$ cat src/rtl/ta_pkg.sv
// Package: family codes and shared helpers for the turnaround calculator.
// Assumes the family code is three bits wide; codes above FAM_WIDE_SDR are invalid.
package ta_pkg;

    localparam int FAM_W = 3;

    typedef enum logic [FAM_W-1:0] {
        FAM_LP_GEN1  = 3'd0,
        FAM_LP_GEN23 = 3'd1,
        FAM_STD_GEN2 = 3'd2,
        FAM_STD_GEN3 = 3'd3,
        FAM_BANKGRP  = 3'd4,
        FAM_WIDE_SDR = 3'd5
    } fam_e;

    // True when the code names a supported family.
    function automatic logic fam_valid(input logic [FAM_W-1:0] code);
        return code <= FAM_W'(FAM_WIDE_SDR);
    endfunction

endpackage

$ cat src/rtl/ta_col_gap.sv
// Column-to-column turnaround and activate spacing.
// Assumes the burst input is already divided by the data rate.
module ta_col_gap
    import ta_pkg::*;
#(
    parameter int TW = 6,
    parameter int OW = 8
) (
    input  logic          prev_wr,
    input  logic          cur_wr,
    input  fam_e          fam,
    input  logic          grp_switch,
    input  logic [TW-1:0] wl,
    input  logic [TW-1:0] rl,
    input  logic [TW-1:0] burst,
    input  logic [TW-1:0] tccd_s,
    input  logic [TW-1:0] tccd_l,
    input  logic [TW-1:0] twtr_s,
    input  logic [TW-1:0] twtr_l,
    input  logic [TW-1:0] trrd_s,
    input  logic [TW-1:0] trrd_l,
    output logic [OW-1:0] col_gap,
    output logic [OW-1:0] act_gap
);
    localparam int SW = OW + 2;

    logic          use_short;
    logic [SW-1:0] ccd_v, wtr_v, rrd_v, w2r_v, r2w_pos, wl_x, r2w_v, col_v;

    // Pick short or long variants from the bank-group state.
    always_comb begin
        use_short = (fam == FAM_BANKGRP) && grp_switch;
        ccd_v     = use_short ? SW'(tccd_s) : SW'(tccd_l);
        wtr_v     = use_short ? SW'(twtr_s) : SW'(twtr_l);
        rrd_v     = use_short ? SW'(trrd_s) : SW'(trrd_l);
    end

    // Write-to-read delay with per-family one-cycle corrections.
    always_comb begin
        w2r_v = SW'(wl) + SW'(burst) + wtr_v;
        if (fam == FAM_LP_GEN23) begin
            w2r_v = w2r_v + SW'(1);
        end else if (fam == FAM_WIDE_SDR && w2r_v != '0) begin
            w2r_v = w2r_v - SW'(1);
        end
    end

    // Read-to-write delay, held at zero if write latency dominates.
    always_comb begin
        r2w_pos = SW'(rl) + SW'(burst) + SW'(2);
        wl_x    = SW'(wl);
        r2w_v   = (r2w_pos > wl_x) ? (r2w_pos - wl_x) : '0;
    end

    // Choose the turnaround by command-type pair.
    always_comb begin
        if (prev_wr == cur_wr) begin
            col_v = ccd_v;
        end else if (prev_wr) begin
            col_v = w2r_v;
        end else begin
            col_v = r2w_v;
        end
        col_gap = col_v[OW-1:0];
        act_gap = rrd_v[OW-1:0];
    end

endmodule

$ cat src/rtl/ta_pre_gap.sv
// Column-command-to-precharge delay for reads and writes.
// Assumes the burst input is already divided by the data rate.
module ta_pre_gap
    import ta_pkg::*;
#(
    parameter int TW = 6,
    parameter int OW = 8
) (
    input  logic          cur_wr,
    input  fam_e          fam,
    input  logic [TW-1:0] wl,
    input  logic [TW-1:0] burst,
    input  logic [TW-1:0] trtp,
    input  logic [TW-1:0] twr,
    input  logic [TW-1:0] al,
    output logic [OW-1:0] pre_gap
);
    localparam int SW = OW + 2;

    logic [SW-1:0] rtp_x, rd_v, wr_v, sel_v;

    // Read-to-precharge by family.
    always_comb begin
        rtp_x = SW'(trtp);
        unique case (fam)
            FAM_LP_GEN1, FAM_WIDE_SDR: rd_v = SW'(burst);
            FAM_LP_GEN23: rd_v = SW'(burst) + ((rtp_x > SW'(2)) ? (rtp_x - SW'(2)) : '0);
            FAM_STD_GEN2: rd_v = SW'(al) + SW'(burst) + ((rtp_x > SW'(2)) ? rtp_x : SW'(2)) - SW'(2);
            default:      rd_v = rtp_x;
        endcase
    end

    // Write-to-precharge with per-family one-cycle corrections.
    always_comb begin
        wr_v = SW'(wl) + SW'(burst) + SW'(twr);
        if (fam == FAM_LP_GEN23) begin
            wr_v = wr_v + SW'(1);
        end else if (fam == FAM_WIDE_SDR && wr_v != '0) begin
            wr_v = wr_v - SW'(1);
        end
    end

    // Select by current command type.
    always_comb begin
        sel_v   = cur_wr ? wr_v : rd_v;
        pre_gap = sel_v[OW-1:0];
    end

endmodule

$ cat src/rtl/ta_pipe_reg.sv
// Output register stage with synchronous active-low clear.
// Assumes nothing about the data; width is a parameter.
module ta_pipe_reg #(
    parameter int W = 8
) (
    input  logic         clk,
    input  logic         rst_n,
    input  logic [W-1:0] d,
    output logic [W-1:0] q
);
    // Capture the next value or clear on reset.
    always_ff @(posedge clk) begin
        if (!rst_n) begin
            q <= '0;
        end else begin
            q <= d;
        end
    end

endmodule

$ cat src/rtl/ta_turnaround_calc.sv
// Top: computes column turnaround, activate spacing and precharge delay,
// then registers them. Assumes timing inputs are static between operand changes
// and that unsupported family codes should zero all gaps and raise fam_err.
module ta_turnaround_calc
    import ta_pkg::*;
#(
    parameter int TW = 6,
    parameter int OW = 8
) (
    input  logic          clk,
    input  logic          rst_n,
    input  logic          prev_wr,
    input  logic          cur_wr,
    input  logic [2:0]    fam_sel,
    input  logic          grp_switch,
    input  logic          dbl_rate,
    input  logic [TW-1:0] wl,
    input  logic [TW-1:0] rl,
    input  logic [TW-1:0] bl,
    input  logic [TW-1:0] tccd_s,
    input  logic [TW-1:0] tccd_l,
    input  logic [TW-1:0] twtr_s,
    input  logic [TW-1:0] twtr_l,
    input  logic [TW-1:0] trrd_s,
    input  logic [TW-1:0] trrd_l,
    input  logic [TW-1:0] trtp,
    input  logic [TW-1:0] twr,
    input  logic [TW-1:0] al,
    output logic [OW-1:0] col_gap,
    output logic [OW-1:0] act_gap,
    output logic [OW-1:0] pre_gap,
    output logic          fam_err
);
    localparam int RW = 3 * OW + 1;

    fam_e          fam;
    logic          fam_ok;
    logic [TW-1:0] burst;
    logic [OW-1:0] col_c, act_c, pre_c;
    logic [RW-1:0] next_q, cur_q;

    // Decode family and burst duration in clocks.
    always_comb begin
        fam    = fam_e'(fam_sel);
        fam_ok = fam_valid(fam_sel);
        burst  = dbl_rate ? (bl >> 1) : bl;
    end

    ta_col_gap #(.TW(TW), .OW(OW)) u_col (
        .prev_wr(prev_wr), .cur_wr(cur_wr), .fam(fam), .grp_switch(grp_switch),
        .wl(wl), .rl(rl), .burst(burst),
        .tccd_s(tccd_s), .tccd_l(tccd_l), .twtr_s(twtr_s), .twtr_l(twtr_l),
        .trrd_s(trrd_s), .trrd_l(trrd_l),
        .col_gap(col_c), .act_gap(act_c)
    );

    ta_pre_gap #(.TW(TW), .OW(OW)) u_pre (
        .cur_wr(cur_wr), .fam(fam), .wl(wl), .burst(burst),
        .trtp(trtp), .twr(twr), .al(al), .pre_gap(pre_c)
    );

    // Force zeros and flag error on an unsupported family.
    always_comb begin
        if (fam_ok) begin
            next_q = {1'b0, col_c, act_c, pre_c};
        end else begin
            next_q = {1'b1, {(3 * OW){1'b0}}};
        end
    end

    ta_pipe_reg #(.W(RW)) u_reg (
        .clk(clk), .rst_n(rst_n), .d(next_q), .q(cur_q)
    );

    // Unpack the registered result.
    always_comb begin
        fam_err = cur_q[RW-1];
        col_gap = cur_q[3*OW-1:2*OW];
        act_gap = cur_q[2*OW-1:OW];
        pre_gap = cur_q[OW-1:0];
    end

endmodule

$ cat config.mk
export PLATFORM = sky130hd
export DESIGN_NAME = ta_turnaround_calc
export DESIGN_NICKNAME = d
export VERILOG_FILES = /design/src/rtl/ta_pkg.sv /design/src/rtl/ta_col_gap.sv /design/src/rtl/ta_pre_gap.sv /design/src/rtl/ta_pipe_reg.sv /design/src/rtl/ta_turnaround_calc.sv
export SDC_FILE = /design/constraint.sdc
export NUM_CORES = 1
export LEC_CHECK = 0
export BUFFER_PORTS_ARGS = -buffer_cell sky130_fd_sc_hd__buf_4
export CORE_MARGIN = 3
export CORE_UTILIZATION = 50
export CTS_CLUSTER_DIAMETER = 50
export DETAILED_ROUTE_END_ITERATION = 10
export PLACE_DENSITY = 0.79
export SYNTH_ARGS = -nofsm -noshare
export SYNTH_HDL_FRONTEND = slang
export SYNTH_SLANG_ARGS = --single-unit
$ cat constraint.sdc
create_clock -name clk -period 4 [get_ports clk]
set_clock_uncertainty 0.15 [all_clocks]
set_input_delay 0.4 -clock clk [delete_from_list [all_inputs] [get_ports clk]]
set_output_delay 0.4 -clock clk [all_outputs]
set_load 0.02 [all_outputs]
==> metrics.log, run 1 <==
[metrics] CTS tree: done
[metrics] number of levels in the clock H-tree: 1
[metrics] total power draw: 0.00188 W
[metrics] CP Data Required Time: 4.01 ns
[metrics] Crit path buffers/inverters: 3
[metrics] # DRC: 0
[metrics] leading post-synthesis cells by cell area: sky130_fd_sc_hd__ha_1 18%, sky130_fd_sc_hd__dfxtp_1 11%, sky130_fd_sc_hd__fa_1 6.4%
[metrics] total number of nets in the final design: 834
[metrics] antenna-violating nets left: 0
[metrics] die area: 0.00929 mm^2
[metrics] final-report hold violation count: 0
[metrics] Top Family by Delay on Critical Path: adder cells
[metrics] worst-case headroom to the max-slew limit: 0.506
[metrics] placed instance count: 778
[metrics] Diodes inserted: 0
[metrics] critical path cell sequence: buf_4 -> mux2_2 -> ha_1 -> fa_1 -> xor2_1 -> buf_4 -> ha_1 -> buf_4 -> nand2b_1 -> a21oi_1 -> nand4b_1 -> or4_4 -> a21boi_4 -> o31ai_1 -> xnor2_1 -> o22ai_1
[metrics] outcome: finished, final reports clean
[metrics] sequential-to-total area share from yosys stat: 0.113
[metrics] number of port buffers: 103
[metrics] register with the most flip-flops: u_reg.q
[metrics] number of pins with negative max-slew slack in the final report: 0
[metrics] flip-flop count of the largest register after layout: 23
[metrics] clock slew seen by the registers of the worst setup and hold paths: 0.10 ns
[metrics] leakage power summed over all cells: 2.66 nW
[metrics] number of library cell types mapped by synthesis: 68
[metrics] IR drop worst, VDD: 0.192 mV
[metrics] final setup violation count: 0
[metrics] drt wl/cell: 15.8 um
[metrics] most utilized layer in the global route result: met2
[metrics] CP max FO: 6
[metrics] mean instance size in the synthesized netlist: 7.63 um^2
[metrics] Post-Syn Area: 0.00408 mm^2
[metrics] global-route wire length before repair: 19.1 mm
[metrics] clock period minus final worst setup slack: 3.85 ns
[metrics] fraction of post-synthesis cell area in the top cell type by area: 0.178
[metrics] cts hold-fix bufs: 0
[metrics] fraction of final layout cells sized beyond drive strength 1: 0.288
[metrics] area growth from synthesis to layout: 34.3%
[metrics] worst slack on hold paths: 0.215 ns
[metrics] effective utilization at floorplan: 0.523
[metrics] layout filler cell count: 628
[metrics] cell accounting for the most synthesized area: sky130_fd_sc_hd__ha_1
[metrics] height of the die: 96.4 um
[metrics] Iteration-0 DRC Markers: 210
[metrics] maximum buffer depth of the clock tree: 2
[metrics] number of global-route vias before repair: 4244
[metrics] highest clock frequency the design can meet: 0.260 GHz
[metrics] warnings from Yosys: 0
[metrics] number of non-filler instances in the completed layout: 783
[metrics] transition time at the pin with the least slew margin: 0.738 ns
[metrics] total wire length: 12.4 mm
[metrics] ratio of total power to cell area: 342 mW/mm^2
[metrics] most used cell, CP: sky130_fd_sc_hd__buf_4
[metrics] data arrival time of the critical path: 3.86 ns
[metrics] cell count after synthesis: 535
[metrics] critical path start-end classification: in2reg
[metrics] antenna violations before repair: 0
[metrics] Rows: 32
[metrics] global routing usage on met3: 0.0395
[metrics] post-route clock period utilization: 0.962
[metrics] critical path endpoint category: register
[metrics] Detailed Routing Iterations Pass 1: 5
[metrics] Inserted Clock Buffers: 3
[metrics] number of flops mapped to enable cells by yosys: 0
[metrics] HPWL after detailed placement: 10.4 mm
[metrics] core footprint: 0.00781 mm^2
[metrics] clock tree root buffer cell: sky130_fd_sc_hd__clkbuf_8
[metrics] gpl congestion: 0.913
[metrics] average via count per standard cell: 5.65
[metrics] CTS sink count: 23
[metrics] slowest stage cell, crit path: sky130_fd_sc_hd__or4_4
[metrics] kind of path behind the tightest hold check: in2reg
[metrics] grt ovf: 0
[metrics] critical path startpoint category: primary input
[metrics] synthesized flop and latch total: 23
[metrics] maximum number of pins on one net before global-route repair: 17
[metrics] longest individual stage delay on the worst path: 0.47 ns
[metrics] horizontal extent of the die: 96.4 um
[metrics] count of pins on the block boundary: 106
[metrics] main flop type after synthesis: sky130_fd_sc_hd__dfxtp_1
[metrics] most used standard cell by instance count after synthesis: sky130_fd_sc_hd__nand2_1
[metrics] total routing usage reported by global routing: 0.260
[metrics] met2 global-route usage: 0.472
[metrics] max-cap viol count: 0
[metrics] met1 Resource Use GR: 0.312
[metrics] commonest cells in the netlist: 64 x sky130_fd_sc_hd__nand2_1, 58 x sky130_fd_sc_hd__ha_1, 55 x sky130_fd_sc_hd__inv_1, 41 x sky130_fd_sc_hd__a21oi_1, 38 x sky130_fd_sc_hd__nor2_1
[metrics] routed via count: 4426
[metrics] Post-synth ARST share: 0
[metrics] largest registers in the final layout: u_reg.q x23
==> path summary, 6_finish.rpt <==
path                  cells after the start          end      from
worst max-delay path                     16   u_reg.q[3]  dbl_rate
worst min-delay path                      2  u_reg.q[24]     rst_n
==> power breakdown <==
group | internal, W | total, W | leakage (nW) | switching, W
registers | 0.000257 | 0.000268 | 0.190 | 0.0000107
clock network | 0.0000701 | 0.000160 | 0.0255 | 0.0000899
logic | 0.000685 | 0.00145 | 2.45 | 0.000763
==> through the flow <==
step	worst slack [ns]	area (um^2)	TNS (ns)	util
2_1_floorplan	-0.00394	4110	-0.00394	-
3_5_place_dp	-0.192	5330	-1.63	0.682
6_report	0.154	5480	0	0.702
3_3_place_gp	-0.0534	5330	-0.221	0.682
5_1_grt	-0.0215	5480	-0.0297	0.702
4_1_cts	0.103	5370	0	0.688
==> per-layer routing <==
layer,part of all wire,up-vias
met1,0.40,2051
met5,0,-
met4,0.026,0
met3,0.081,27
li1,-,2166
met2,0.50,182
==> cells by family after synthesis <==
group                      after synthesis  share of synthesized area
xor gates and xnor gates                44                      0.101
muxes                                   15                     0.0392
AOI/OAI and AO/OA                      140                      0.229
adders and majority gates               72                      0.244
and+or+nand+nor                        171                      0.206
other                                    1                   0.000918
DFF                                     23                      0.113
buffers and inverters                   69                     0.0683
==> placed cells by master, fill, tap and decap left out, types with 5 or more instances in the layout <==
| cell | instances |
|---|---|
| sky130_fd_sc_hd__fa_1 | 12 |
| sky130_fd_sc_hd__nand2b_1 | 11 |
| sky130_fd_sc_hd__buf_4 | 154 |
| sky130_fd_sc_hd__inv_1 | 55 |
| sky130_fd_sc_hd__o21ai_0 | 11 |
| sky130_fd_sc_hd__xor2_1 | 16 |
| sky130_fd_sc_hd__o31ai_1 | 6 |
| sky130_fd_sc_hd__dfxtp_1 | 23 |
| sky130_fd_sc_hd__nor2b_1 | 8 |
| sky130_fd_sc_hd__or3_1 | 5 |
| sky130_fd_sc_hd__o21bai_1 | 8 |
| sky130_fd_sc_hd__a21oi_1 | 38 |
| sky130_fd_sc_hd__nand2_1 | 64 |
| sky130_fd_sc_hd__mux2i_1 | 6 |
| sky130_fd_sc_hd__ha_1 | 55 |
| sky130_fd_sc_hd__nor3_1 | 6 |
| sky130_fd_sc_hd__a21o_1 | 8 |
| sky130_fd_sc_hd__o21a_1 | 5 |
| sky130_fd_sc_hd__o221ai_1 | 6 |
| sky130_fd_sc_hd__nand4_1 | 7 |
| sky130_fd_sc_hd__xnor2_1 | 24 |
| sky130_fd_sc_hd__nand3_1 | 9 |
| sky130_fd_sc_hd__o22ai_1 | 9 |
| sky130_fd_sc_hd__o21ai_1 | 13 |
| sky130_fd_sc_hd__nor2_1 | 38 |
| sky130_fd_sc_hd__mux2_2 | 7 |
==> layout make-up <==
type / count / area (um^2) / area share
inverter: 55 / 206 / 0.0376
sequential: 23 / 460 / 0.0840
clock inverter: 1 / 5.00 / 0.000913
clock buffer: 3 / 41.3 / 0.00753
timing repair buffer: 155 / 1180 / 0.214
multi-input combinational: 444 / 3470 / 0.632
tap: 102 / 128 / 0.0233
==> what timing repair did <==
item                       CTS  global route
setup buffers                0             1
setup endpoints to repair    0            16
resized for setup            0            17
Note: power is estimated with default switching activity, not from simulation.
==> run 2: changes to the inputs <==
- ABC_AREA: unset -> 1
- CORE_MARGIN: 3 -> unset
==> run 2 against run 1 <==
  * Global-route usage is 4.4 points higher
  * Largest cell class unchanged
  * Synthesized area is 5.5% higher
  * Critical endpoint is now u_reg.q[18]
  * Die area is 3.2% lower
  * Hold slack worse by 0.017 ns
  * Highest routed layer unchanged
  * Combinational power is 8% higher
  * Flip-flop and latch count stayed put
  * Fmax is 3.1% higher
  * Clock power hardly changed
==> metrics.log, run 2 <==
[metrics] outcome: finished, final reports clean
[metrics] CP Data Required Time: 4.02 ns
[metrics] number of library cell types mapped by synthesis: 40
[metrics] flip-flop count of the largest register after layout: 23
[metrics] CP max FO: 4
[metrics] HPWL after detailed placement: 11.5 mm
[metrics] critical path startpoint category: primary input
[metrics] Iteration-0 DRC Markers: 318
[metrics] warnings from Yosys: 0
[metrics] global-route wire length before repair: 21.4 mm
[metrics] critical path start-end classification: in2reg
[metrics] Rows: 33
[metrics] commonest non-fill, non-tap cells in the layout: 197 x sky130_fd_sc_hd__nand2_1, 161 x sky130_fd_sc_hd__buf_4, 119 x sky130_fd_sc_hd__inv_1
[metrics] drt wl/cell: 14.0 um
[metrics] mean instance size in the synthesized netlist: 6.06 um^2
[metrics] number of port buffers: 103
[metrics] post-route clock period utilization: 0.933
[metrics] most used cell, CP: sky130_fd_sc_hd__nand2_1
[metrics] data arrival time of the critical path: 3.75 ns
[metrics] horizontal extent of the die: 94.8 um
[metrics] die area: 0.00899 mm^2
[metrics] cell accounting for the most synthesized area: sky130_fd_sc_hd__nand2_1
[metrics] largest registers in the final layout: u_reg.q x23
[metrics] number of pins with negative max-slew slack in the final report: 0
[metrics] Detailed Routing Iterations Pass 1: 7
[metrics] setup slack after layout: 0.269 ns
[metrics] gpl congestion: 1.01
[metrics] clock slew seen by the registers of the worst setup and hold paths: 0.10 ns
[metrics] effective utilization at floorplan: 0.522
[metrics] maximum number of pins on one net before global-route repair: 23
[metrics] highest clock frequency the design can meet: 0.268 GHz
[metrics] main flop type after synthesis: sky130_fd_sc_hd__dfxtp_1
[metrics] worst slack on hold paths: 0.198 ns
[metrics] grt ovf: 0
[metrics] cell count after synthesis: 711
[metrics] commonest cells in the netlist: 198 x sky130_fd_sc_hd__nand2_1, 119 x sky130_fd_sc_hd__inv_1, 58 x sky130_fd_sc_hd__ha_1, 58 x sky130_fd_sc_hd__nor2_1, 51 x sky130_fd_sc_hd__nand3_1
[metrics] Post-synth ARST share: 0
[metrics] transition time at the pin with the least slew margin: 0.789 ns
[metrics] area growth from synthesis to layout: 32.6%
[metrics] Inserted Clock Buffers: 3
[metrics] core footprint: 0.00826 mm^2
[metrics] worst setup slack before clock tree synthesis: -0.0396 ns
[metrics] CTS sink count: 23
[metrics] placed instance count: 963
[metrics] CTS tree: done
[metrics] antenna-violating nets left: 0
[metrics] number of flops mapped to enable cells by yosys: 0
[metrics] final sum of negative setup slack: 0 ns
[metrics] Diodes inserted: 0
[metrics] total number of nets in the final design: 1019
[metrics] cts hold-fix bufs: 0
[metrics] # DRC: 0
[metrics] leakage power summed over all cells: 3.22 nW
[metrics] average via count per standard cell: 5.28
[metrics] routed via count: 5126
[metrics] slowest stage cell, crit path: sky130_fd_sc_hd__fa_1
[metrics] most common cell after layout, fill and taps aside: sky130_fd_sc_hd__nand2_1
[metrics] IR drop worst, VDD: 0.171 mV
[metrics] kind of path behind the tightest hold check: in2reg
[metrics] leading post-synthesis cells by cell area: sky130_fd_sc_hd__nand2_1 17%, sky130_fd_sc_hd__ha_1 17%, sky130_fd_sc_hd__dfxtp_1 11%
[metrics] number of non-filler instances in the completed layout: 971
[metrics] synthesized flop and latch total: 23
[metrics] number of levels in the clock H-tree: 1
[metrics] final setup violation count: 0
[metrics] clock tree root buffer cell: sky130_fd_sc_hd__clkbuf_8
[metrics] antenna violations before repair: 0
[metrics] fraction of final layout cells sized beyond drive strength 1: 0.248
[metrics] longest individual stage delay on the worst path: 0.40 ns
[metrics] ratio of total power to cell area: 346 mW/mm^2
[metrics] max-cap viol count: 0
[metrics] register with the most flip-flops: u_reg.q
[metrics] total routing usage reported by global routing: 0.304
[metrics] most used standard cell by instance count after synthesis: sky130_fd_sc_hd__nand2_1
[metrics] worst-case headroom to the max-slew limit: 0.470
[metrics] final-report hold violation count: 0
[metrics] number of global-route vias before repair: 4748
[metrics] total wire length: 13.6 mm
[metrics] sequential-to-total area share from yosys stat: 0.107
[metrics] critical path endpoint category: register
[metrics] count of pins on the block boundary: 106
[metrics] fraction of post-synthesis cell area in the top cell type by area: 0.173
[metrics] Post-Syn Area: 0.00431 mm^2
[metrics] maximum buffer depth of the clock tree: 2
[metrics] clock period minus final worst setup slack: 3.73 ns
[metrics] height of the die: 94.8 um
## run 2: path summary, 6_finish.rpt
| kind | from | end | slack [ns] | cells past startpoint |
|---|---|---|---|---|
| hold / removal | trrd_l[4] | u_reg.q[12] | 0.20 | 3 |
| setup / recovery | dbl_rate | u_reg.q[18] | 0.27 | 26 |
## run 2: logic make-up after synthesis
logic type	share of synthesized area
other	0.000870
buffers and inverters	0.121
adders and majority gates	0.229
and+or+nand+nor	0.369
xor gates and xnor gates	0.0465
DFF	0.107
AOI/OAI and AO/OA	0.126
## run 2: worst max-delay path, delay by kind of cell
| kind | cells | cell delay, ns |
|---|---|---|
| AO/OA/AOI/OAI | 6 | 0.67 |
| XOR/XNOR | 1 | 0.15 |
| adder cells (fa/ha/maj) | 4 | 1.09 |
| buffers and inverters | 7 | 0.59 |
| AND/OR/NAND/NOR | 8 | 0.87 |
## run 2: metal layers
| metal | vias up | global-route usage | wire, um |
|---|---|---|---|
| met4 | 0 | 0.0505 | 223 |
| met2 | 234 | 0.546 | 6380 |
| li1 | 2577 | - | - |
| met3 | 22 | 0.0354 | 998 |
| met1 | 2293 | 0.392 | 6020 |
| met5 | - | 0 | 0 |
## run 2: layout make-up
class	instances	area, um^2
sequential	23	460
timing repair buffer	161	1210
multi-input combinational	554	3400
tap	105	131
clock buffer	3	41.3
inverter	124	465
clock inverter	1	5.00
fill	745	2550
## run 2: repair_timing
item,4_1_cts,5_1_grt
buffers inserted,0,4
endpoints found under the hold margin,0,0
gates resized for setup,0,16
setup endpoints to repair,0,13
## run 2: stage by stage
| stage | power [W] | utilization | cell area, um^2 |
|---|---|---|---|
| 3_3_place_gp | 0.00170 | 0.674 | 5560 |
| 2_1_floorplan | 0.00120 | - | 4310 |
| 4_1_cts | 0.00191 | 0.679 | 5610 |
| 3_5_place_dp | 0.00174 | 0.674 | 5560 |
| 6_report | 0.00198 | 0.692 | 5710 |
| 5_1_grt | 0.00216 | 0.692 | 5710 |
## run 2: power breakdown
| group | total (W) | switching [W] | internal [W] |
|---|---|---|---|
| clock | 0.000159 | 0.0000892 | 0.0000699 |
| sequential | 0.000260 | 0.00000793 | 0.000252 |
| combinational | 0.00156 | 0.000877 | 0.000681 |
